==> config.mk <==
export PLATFORM = sky130hd
export DESIGN_NAME = lpt_event_timer
export DESIGN_NICKNAME = d
export VERILOG_FILES = /design/src/rtl/lpt_pkg.sv /design/src/rtl/lpt_regs.sv /design/src/rtl/lpt_prescaler.sv /design/src/rtl/lpt_fsm.sv /design/src/rtl/lpt_event_timer.sv
export SDC_FILE = /design/constraint.sdc
export NUM_CORES = 1
export LEC_CHECK = 0
export BUFFER_PORTS_ARGS = -buffer_cell sky130_fd_sc_hd__buf_2
export CAP_MARGIN = 20
export CORE_ASPECT_RATIO = 0.6
export CORE_MARGIN = 4
export CORE_UTILIZATION = 40
export DETAILED_ROUTE_END_ITERATION = 8
export SLEW_MARGIN = 0
export SYNTH_ARGS = -nofsm -noshare
export SYNTH_HDL_FRONTEND = slang
export SYNTH_SLANG_ARGS = --single-unit
==> constraint.sdc <==
create_clock -name clk -period 2.1 [get_ports clk]
set_input_delay 0 -clock clk [delete_from_list [all_inputs] [get_ports clk]]
set_output_delay 0 -clock clk [all_outputs]
set_load 0.1 [all_outputs]
==> src/rtl/lpt_pkg.sv <==
package lpt_pkg;

    // Register byte offsets
    localparam logic [7:0] OFS_STAT = 8'h00;
    localparam logic [7:0] OFS_CLR  = 8'h04;
    localparam logic [7:0] OFS_IE   = 8'h08;
    localparam logic [7:0] OFS_CFG  = 8'h0C;
    localparam logic [7:0] OFS_CTRL = 8'h10;
    localparam logic [7:0] OFS_ARR  = 8'h1C;
    localparam logic [7:0] OFS_CNT  = 8'h20;

    // Bit positions
    localparam int BIT_EN   = 0;
    localparam int BIT_ONCE = 1;
    localparam int BIT_LOOP = 2;
    localparam int BIT_FLAG = 0;
    localparam int PSC_LSB  = 9;

    typedef enum logic [1:0] {
        ST_OFF  = 2'd0,
        ST_IDLE = 2'd1,
        ST_ONCE = 2'd2,
        ST_LOOP = 2'd3
    } lpt_state_e;

    // Control strobes decoded from one control write
    typedef struct packed {
        logic go_off;
        logic arm;
        logic go_once;
        logic go_loop;
    } lpt_cmd_t;

endpackage

==> src/rtl/lpt_regs.sv <==
module lpt_regs
    import lpt_pkg::*;
#(
    parameter int ADDR_W = 8,
    parameter int DATA_W = 32,
    parameter int CNT_W  = 16,
    parameter int PSC_W  = 3
) (
    input  logic              clk,
    input  logic              rst_n,
    input  logic              bus_wr,
    input  logic              bus_rd,
    input  logic [ADDR_W-1:0] bus_addr,
    input  logic [DATA_W-1:0] bus_wdata,
    input  logic              match,
    input  logic [CNT_W-1:0]  cnt,
    output logic              en_q,
    output logic              ie_q,
    output logic              flag_q,
    output logic [PSC_W-1:0]  psc_q,
    output logic [CNT_W-1:0]  arr_q,
    output lpt_cmd_t          cmd,
    output logic [DATA_W-1:0] bus_rdata
);

    logic wr_clr, wr_ie, wr_cfg, wr_ctrl, wr_arr;
    logic [CNT_W-1:0] arr_wval;
    logic [DATA_W-1:0] rd_mux;

    assign wr_clr  = bus_wr && (bus_addr == ADDR_W'(OFS_CLR));
    assign wr_ie   = bus_wr && (bus_addr == ADDR_W'(OFS_IE));
    assign wr_cfg  = bus_wr && (bus_addr == ADDR_W'(OFS_CFG));
    assign wr_ctrl = bus_wr && (bus_addr == ADDR_W'(OFS_CTRL));
    assign wr_arr  = bus_wr && (bus_addr == ADDR_W'(OFS_ARR));
    assign arr_wval = bus_wdata[CNT_W-1:0];

    // Control decode: continuous start outranks single start
    always_comb begin
        cmd.go_off  = wr_ctrl && !bus_wdata[BIT_EN];
        cmd.arm     = wr_ctrl &&  bus_wdata[BIT_EN];
        cmd.go_loop = wr_ctrl &&  bus_wdata[BIT_EN] && bus_wdata[BIT_LOOP];
        cmd.go_once = wr_ctrl &&  bus_wdata[BIT_EN] && bus_wdata[BIT_ONCE]
                      && !bus_wdata[BIT_LOOP];
    end

    always_ff @(posedge clk or negedge rst_n) begin
        if (!rst_n) begin
            en_q  <= 1'b0;
            ie_q  <= 1'b0;
            psc_q <= '0;
            arr_q <= CNT_W'(1);
        end else begin
            if (wr_ctrl) begin
                en_q <= bus_wdata[BIT_EN];
            end
            if (wr_ie && !en_q) begin
                ie_q <= bus_wdata[BIT_FLAG];
            end
            if (wr_cfg) begin
                psc_q <= bus_wdata[PSC_LSB +: PSC_W];
            end
            if (wr_arr && en_q && (arr_wval != '0)) begin
                arr_q <= arr_wval;
            end
        end
    end

    // Match flag: a set outranks a clear in the same cycle
    always_ff @(posedge clk or negedge rst_n) begin
        if (!rst_n) begin
            flag_q <= 1'b0;
        end else if (match) begin
            flag_q <= 1'b1;
        end else if (wr_clr && bus_wdata[BIT_FLAG]) begin
            flag_q <= 1'b0;
        end
    end

    always_comb begin
        rd_mux = '0;
        case (bus_addr)
            ADDR_W'(OFS_STAT): rd_mux = DATA_W'(flag_q);
            ADDR_W'(OFS_IE):   rd_mux = DATA_W'(ie_q);
            ADDR_W'(OFS_CFG):  rd_mux = DATA_W'(psc_q) << PSC_LSB;
            ADDR_W'(OFS_CTRL): rd_mux = DATA_W'(en_q);
            ADDR_W'(OFS_ARR):  rd_mux = DATA_W'(arr_q);
            ADDR_W'(OFS_CNT):  rd_mux = DATA_W'(cnt);
            default:           rd_mux = '0;
        endcase
    end

    always_ff @(posedge clk or negedge rst_n) begin
        if (!rst_n) begin
            bus_rdata <= '0;
        end else if (bus_rd) begin
            bus_rdata <= rd_mux;
        end
    end

endmodule

==> src/rtl/lpt_prescaler.sv <==
module lpt_prescaler #(
    parameter int PSC_W = 3
) (
    input  logic             clk,
    input  logic             rst_n,
    input  logic             run,
    input  logic [PSC_W-1:0] code,
    output logic             tick
);

    localparam int DIV_W = (1 << PSC_W) - 1;

    logic [DIV_W-1:0] div_q;
    logic [DIV_W-1:0] limit;

    // limit = 2^code - 1 as a thermometer mask
    for (genvar i = 0; i < DIV_W; i++) begin : g_limit
        assign limit[i] = (int'(code) > i);
    end

    assign tick = run && (div_q == limit);

    always_ff @(posedge clk or negedge rst_n) begin
        if (!rst_n) begin
            div_q <= '0;
        end else if (!run || tick) begin
            div_q <= '0;
        end else begin
            div_q <= div_q + DIV_W'(1);
        end
    end

endmodule

==> src/rtl/lpt_fsm.sv <==
module lpt_fsm
    import lpt_pkg::*;
#(
    parameter int CNT_W = 16
) (
    input  logic             clk,
    input  logic             rst_n,
    input  lpt_cmd_t         cmd,
    input  logic             tick,
    input  logic [CNT_W-1:0] arr,
    output lpt_state_e       state,
    output logic [CNT_W-1:0] cnt,
    output logic             run,
    output logic             match
);

    lpt_state_e state_nxt;
    logic       run_nxt;

    assign run   = (state == ST_ONCE) || (state == ST_LOOP);
    assign match = run && tick && (cnt == arr) && !cmd.go_off;

    always_comb begin
        state_nxt = state;
        unique case (state)
            ST_OFF: begin
                if (cmd.go_loop)      state_nxt = ST_LOOP;
                else if (cmd.go_once) state_nxt = ST_ONCE;
                else if (cmd.arm)     state_nxt = ST_IDLE;
            end
            ST_IDLE: begin
                if (cmd.go_off)       state_nxt = ST_OFF;
                else if (cmd.go_loop) state_nxt = ST_LOOP;
                else if (cmd.go_once) state_nxt = ST_ONCE;
            end
            ST_ONCE: begin
                if (cmd.go_off)       state_nxt = ST_OFF;
                else if (cmd.go_loop) state_nxt = ST_LOOP;
                else if (match)       state_nxt = ST_IDLE;
            end
            ST_LOOP: begin
                if (cmd.go_off)       state_nxt = ST_OFF;
                else if (cmd.go_once) state_nxt = ST_ONCE;
            end
            default: state_nxt = ST_OFF;
        endcase
    end

    assign run_nxt = (state_nxt == ST_ONCE) || (state_nxt == ST_LOOP);

    // State register
    always_ff @(posedge clk or negedge rst_n) begin
        if (!rst_n) begin
            state <= ST_OFF;
        end else begin
            state <= state_nxt;
        end
    end

    // Counter output
    always_ff @(posedge clk or negedge rst_n) begin
        if (!rst_n) begin
            cnt <= '0;
        end else if (!run_nxt) begin
            cnt <= '0;
        end else if (tick) begin
            cnt <= (cnt == arr) ? '0 : cnt + CNT_W'(1);
        end
    end

endmodule

==> src/rtl/lpt_event_timer.sv <==
module lpt_event_timer
    import lpt_pkg::*;
#(
    parameter int ADDR_W = 8,
    parameter int DATA_W = 32,
    parameter int CNT_W  = 16,
    parameter int PSC_W  = 3
) (
    input  logic              clk,
    input  logic              rst_n,
    input  logic              bus_wr,
    input  logic              bus_rd,
    input  logic [ADDR_W-1:0] bus_addr,
    input  logic [DATA_W-1:0] bus_wdata,
    output logic [DATA_W-1:0] bus_rdata,
    output logic              irq
);

    logic             en_q, ie_q, flag_q;
    logic [PSC_W-1:0] psc_q;
    logic [CNT_W-1:0] arr_q;
    logic [CNT_W-1:0] cnt_q;
    logic             run, tick, match;
    lpt_cmd_t         cmd;
    lpt_state_e       state;

    lpt_regs #(
        .ADDR_W(ADDR_W), .DATA_W(DATA_W), .CNT_W(CNT_W), .PSC_W(PSC_W)
    ) u_regs (
        .clk(clk), .rst_n(rst_n),
        .bus_wr(bus_wr), .bus_rd(bus_rd), .bus_addr(bus_addr),
        .bus_wdata(bus_wdata),
        .match(match), .cnt(cnt_q),
        .en_q(en_q), .ie_q(ie_q), .flag_q(flag_q),
        .psc_q(psc_q), .arr_q(arr_q), .cmd(cmd),
        .bus_rdata(bus_rdata)
    );

    lpt_prescaler #(.PSC_W(PSC_W)) u_psc (
        .clk(clk), .rst_n(rst_n), .run(run), .code(psc_q), .tick(tick)
    );

    lpt_fsm #(.CNT_W(CNT_W)) u_fsm (
        .clk(clk), .rst_n(rst_n), .cmd(cmd), .tick(tick), .arr(arr_q),
        .state(state), .cnt(cnt_q), .run(run), .match(match)
    );

    assign irq = flag_q && ie_q;

endmodule

After elaboration in Yosys (flattened, before gate mapping)

Index checks and enable logic that the tools add are counted.

Register bits after elaboration: 79
Latch bits: 0
RAM bits: 0
Memory bits (read-only): 0
Output and inout bits: 33
Logic and storage cells: 81
Memories: 0

$add $sub $neg: 2
$mul: 0
Div/mod/pow operators: 0
Magnitude comparators: 7
Equal/unequal tests: 14
Shift-type cells: 0
Mux-type cells: 18
Bitwise operators: 0
Reduce and logical (&&, ||, !) cells: 31

Operator list:

| kind                  | number |
|---|---|
| $pmux 16 s6           | 1 |
| $mux 16               | 3 |
| $mux 2                | 10 |
| $logic_and 1x1->1     | 19 |
| $add 16x1->16 const B | 1 |
| $eq 16x16->1          | 1 |
| $eq 8x4->1 const B    | 2 |
| $eq 8x5->1 const B    | 2 |
| $reduce_bool 16->1    | 1 |
| $gt 3x3->1 const B    | 3 |
| $eq 2x2->1 const B    | 4 |
| $eq 8x3->1 const B    | 1 |
| $eq 8x6->1 const B    | 1 |
| $logic_not 8->1       | 1 |
| $pmux 2 s4            | 1 |
| $add 7x1->7 const B   | 1 |
| $eq 7x7->1            | 1 |
| $mux 7                | 1 |
| $gt 3x1->1 const B    | 2 |
| $gt 3x2->1 const B    | 2 |
| $logic_not 1->1       | 5 |
| $logic_or 1x1->1      | 3 |
| $eq 2x1->1 const B    | 1 |
| $logic_not 2->1       | 1 |
| other kinds (3)       | 4 |

Longest topological paths before layout

Depth after elaboration: 13
Depth in mapped cells: 8
Mapped depth without buffers: 5

By module

From an unflattened synthesis, not the netlist that was laid out.

Cells, all modules: 359
Area total of the unflattened synthesis: 3,627.2 um^2

Modules (own cells, without submodules):

| module          | instances | cells each | area an instance (um^2) |
|---|---|---|---|
| lpt_regs        | 1         | 173        | 1,956.9 |
| lpt_fsm         | 1         | 140        | 1,207.4 |
| lpt_prescaler   | 1         | 45         | 456.7 |
| lpt_event_timer | 1         | 1          | 6.3 |

Least setup slack after synthesis

No wires, ideal clock.

Kind: register to register
Start point: reg u_regs.psc_q[1]
End point: reg u_fsm.cnt[0]
Setup time: 0.079 ns
Data arrival time: 2.053 ns
Data required time: 2.021 ns
Path slack: -0.032 ns
Cell stages (with the launch flop): 7
Path buffers: 1
Clock period less this slack: 2.132 ns
Cell sequence: dfrtp_1 > buf_2 > or2_0 > a2111oi_0 > o32ai_1 > or4b_2 > a21oi_1

Longest elaborated chain between the ends: 13

Ends and longest elaborated chain:

| item                                                   | RTL line            | RTL |
|---|---|---|
| start: declaration                                     | lpt_regs.sv:20      | `output logic [PSC_W-1:0] psc_q,` |
| start signal: assignment                               | lpt_regs.sv:60      | `psc_q <= bus_wdata[PSC_LSB +: PSC_W];` |
| $gt 3x1->1, or another cell as far along               | lpt_prescaler.sv:18 | `assign limit[i] = (int'(code) > i);` |
| $eq 7x7->1 *                                           | lpt_prescaler.sv:21 | `assign tick = run && (div_q == limit);` |
| $logic_and 1x1->1 *                                    | lpt_prescaler.sv:21 |  |
| $logic_and 1x1->1 (3 in series)                        | lpt_fsm.sv:21       | `assign match = run && tick && (cnt == arr) && !cmd.go_off;` |
| $mux 2                                                 | lpt_fsm.sv:39       | `else if (match) state_nxt = ST_IDLE;` |
| $mux 2                                                 | lpt_fsm.sv:38       | `else if (cmd.go_loop) state_nxt = ST_LOOP;` |
| $mux 2                                                 | lpt_fsm.sv:37       | `if (cmd.go_off) state_nxt = ST_OFF;` |
| $pmux 2 s4                                             | lpt_fsm.sv:25       | `unique case (state)` |
| $eq 2x2->1                                             | lpt_fsm.sv:49       | `assign run_nxt = (state_nxt == ST_ONCE) \|\| (state_nxt == ST_LOOP);` |
| $logic_or 1x1->1                                       | lpt_fsm.sv:49       |  |
| $ne 2x1->1 (no line) / $mux 16 (equally long branches) | --                  |  |
| end signal: assignment                                 | lpt_fsm.sv:67       | `cnt <= (cnt == arr) ? '0 : cnt + CNT_W'(1);` |
| end: declaration                                       | lpt_fsm.sv:12       | `output logic [CNT_W-1:0] cnt,` |

Every way passes the cells marked *; elsewhere a longest branch is shown, timed or not.
A chain may end at the register's enable or synchronous reset.

Worst setup path after layout

Start point: reg u_regs.arr_q[0]
End point: reg u_fsm.cnt[1]

Longest elaborated chain between the ends: 10

Ends and longest elaborated chain:

| item                                                   | RTL line                     | RTL |
|---|---|---|
| start: declaration                                     | lpt_regs.sv:21               | `output logic [CNT_W-1:0] arr_q,` |
| start signal: assignment                               | lpt_regs.sv:63               | `arr_q <= arr_wval;` |
| $eq 16x16->1 *                                         | lpt_fsm.sv:21, lpt_fsm.sv:67 |  |
| $logic_and 1x1->1 (2 in series)                        | lpt_fsm.sv:21                |  |
| $mux 2                                                 | lpt_fsm.sv:39                |  |
| $mux 2                                                 | lpt_fsm.sv:38                |  |
| $mux 2                                                 | lpt_fsm.sv:37                |  |
| $pmux 2 s4                                             | lpt_fsm.sv:25                |  |
| $eq 2x2->1                                             | lpt_fsm.sv:49                |  |
| $logic_or 1x1->1                                       | lpt_fsm.sv:49                |  |
| $ne 2x1->1 (no line) / $mux 16 (equally long branches) | --                           |  |

Every way passes the cells marked *; elsewhere a longest branch is shown, timed or not. The select of a mux whose other input is x is not followed.

==> qor.yml <==
outcome: "finished clean"
period_needed_ns: 2.10
ant_nets: 0
ioPinCount: 77
final_cell_mix: "61 x dfrtp_1, 44 x buf_2, 39 x buf_4"
holdPathEnd: "u_regs.arr_q[0]$_DFFE_PN1P_"
ys_warn_count: 0
fp.dieH_um: 81.9
grt_pass1_wl_um: 17000
rows: 26
start_util: 0.419
pre_cts_ws_ns: -0.0668
grt_pass1_vias: 2998
syn_area_per_cell_um2: 9.78
netlist_area_mm2: 0.00364
grt_setup_unrepaired: "yes"
yosysSeqAreaShare: 0.434
cts_buffer_depth: 2
tns_ns: 0
cts_max_level: 3
synth.area.mux_share: 0.0688
reg2reg_to: "u_fsm.cnt[1]$_DFFE_PN0P_"
synthArstFlopShare: 1.00
min_from: "bus_wdata[0]"
drc_errors: 0
drv_cap: 0
dr.pass1.iters: 5
cts-buffers-inserted: 9
viasPerCell: 5.69
drive_gt1_frac: 0.306
synthCells: 372
final_max_slew_viol_count: 0
synth-seq-cells: 63
dpl.hpwl_um: 7470
grt_max_degree: 64
final_core_util: 0.546
cp.arrival_ns: 2.36
synth_cell_types: 54
cts_tree: "yes"
period_share: 0.999
finalHoldViolations: 0
clk_pin_slew_ns: 0.05
num_vias: 3292
dr.first_iter.drc_count: 319
timing.final.ws_setup_ns: 0.00191
setup_violations: 0
gp_congestion: 0.849
power-per-cell-area_mw_per_mm2: 674
yosys.area_share.simple: 0.190
r2r_cells: 6
startpoint: "u_regs.arr_q[0]$_DFFE_PN1P_"
diodes: 0
die_x_um: 131
antenna_found_initial: 0
io_buffers: 44
ys.flop_type: "dfrtp_1"
startpoint_type: "register"
hp-class: "primary input to register"
grtUsageTotal: 0.207
synth_compound_area_frac: 0.160
cts.sinks: 63
clk_latency_ns: 0.34
max-slew-margin-rel: 0.456
coreArea_mm2: 0.00869
grt_overflow_total: 0
synthAdderAreaFrac: 0.00688
tightest_slew_ns: 0.816
ir_drop_mv: 0.375
synth_edf_count: 0
critPathKind: "register to register"
leakage_nw: 2.17
n_fill_cell: 776
whs_ns: 0.0738
root_buffer: "clkbuf_16"
synth_top_family_by_area: "simple AND/OR/NAND/NOR gates"
clock_skew_ns: 0.00540
nNetsFinal: 508
crit_fanout: 4
hold_path_depth: 2
synth-xor-area-share: 0.0530
cp.required_ns: 2.36
mostFrequentLayoutCell: "dfrtp_1"
wl_um: 10700
die_area_mm2: 0.0107
r2r_slack_ns: 0.002
reg2reg_from: "u_regs.arr_q[0]$_DFFE_PN1P_"
area_growth_syn_to_layout_pct: 30.3
fmax_mhz: 477
endpoint_kind: "register"
wire_per_inst_um: 18.5
stage by stage:
stage | cells | area, um^2 | power (mW)
5_1_grt | 579 | 4740 | 3.31
2_1_floorplan | 387 | 3710 | 1.56
3_3_place_gp | 538 | 4120 | 1.66
3_5_place_dp | 538 | 4120 | 1.67
6_report | 579 | 4740 | 3.20
4_1_cts | 575 | 4660 | 3.20
per-layer routing:
layer | vias up | GRT usage | share of wire
met4 | 0 | 0.0566 | 0.011
met3 | 11 | 0.0563 | 0.086
met1 | 1608 | 0.325 | 0.50
met5 | - | 0 | 0
li1 | 1542 | - | -
met2 | 131 | 0.272 | 0.40
synthesized netlist by cell type, types with 12 or more instances:
library cell | instances | area share
o22ai_1 | 16 | 0.028
dfrtp_1 | 62 | 0.43
nor4_1 | 13 | 0.022
a21oi_1 | 21 | 0.029
or4_1 | 15 | 0.031
nand3_1 | 13 | 0.018
nand4_1 | 13 | 0.022
xor2_1 | 21 | 0.051
clkbuf_1 | 18 | 0.019
a22oi_1 | 12 | 0.025
buf_4 | 16 | 0.033
o31ai_1 | 15 | 0.031
inv_1 | 24 | 0.025
nand2_1 | 12 | 0.012
mux2_2 | 12 | 0.037
nor2_1 | 16 | 0.017
final cells by class:
| type | instances | area [um^2] | area share |
|---|---|---|---|
| Inverter | 24 | 90.1 | 0.0190 |
| Clock inverter | 6 | 61.3 | 0.0129 |
| Sequential cell | 63 | 1580 | 0.333 |
| Tap cell | 112 | 140 | 0.0296 |
| Timing Repair Buffer | 104 | 746 | 0.157 |
| Clock buffer | 10 | 229 | 0.0483 |
| Multi-Input combinational cell | 260 | 1900 | 0.400 |
flip-flops by register name, indices dropped and copies added, names as in the netlist:
| register | cells |
|---|---|
| u_regs.arr_q | 16 |
| u_regs.en_q | 1 |
| u_regs.ie_q | 1 |
| u_regs.psc_q | 3 |
| u_fsm.cnt | 16 |
| u_regs.bus_rdata | 16 |
| u_regs.flag_q | 1 |
| u_fsm.state | 2 |
| u_psc.div_q | 7 |
worst max path at each step:
stage                                     end  slack (ns)  cells after the start
global route        u_fsm.cnt[10]$_DFFE_PN0P_       -0.06                      6
detailed placement  u_regs.flag_q$_DFFE_PN0P_       -0.07                      5
finish               u_fsm.cnt[1]$_DFFE_PN0P_       0.002                      6
CTS                  u_fsm.cnt[1]$_DFFE_PN0P_       -0.02                      5
global placement    u_regs.flag_q$_DFFE_PN0P_       -0.13                      5
floorplan            u_fsm.cnt[0]$_DFFE_PN0P_        0.03                      6
critical path, cell delays in order, from the launching register on:
cell and delay [ns]:
dfstp_2 0.59, xor2_2 0.19, nor4_2 0.08, nand4_1 0.21, buf_4 0.19, or4b_2 0.61
a21oi_2 0.15
power breakdown:
group,leakage [nW],switching (mW),total [mW],internal (mW)
logic,1.16,0.318,0.462,0.144
clock network,0.142,0.564,1.48,0.913
registers,0.868,0.0271,1.26,1.23
total,2.17,0.909,3.20,2.29
timing repair:
| action | CTS | global route |
|---|---|---|
| hold buffers | 17 | 0 |
| gates resized for setup | 12 | 7 |
| endpoints found under the hold margin | 79 | 0 |
| pin swaps | 6 | 4 |
| setup buffers | 4 | 4 |
| setup endpoints to repair | 16 | 19 |
logic make-up (layout without fill, tap and decap cells):
| kind of cell | after synthesis | in the layout |
|---|---|---|
| XOR/XNOR | 22 | 22 |
| AO/OA/AOI/OAI | 88 | 88 |
| AND/OR/NAND/NOR | 112 | 112 |
| multiplexers | 20 | 20 |
| other | 1 | 16 |
| buffers and inverters | 64 | 144 |
| adder cells (fa/ha/maj) | 2 | 2 |
| flip-flops | 63 | 63 |
Note: power is estimated with default switching activity, not from simulation.
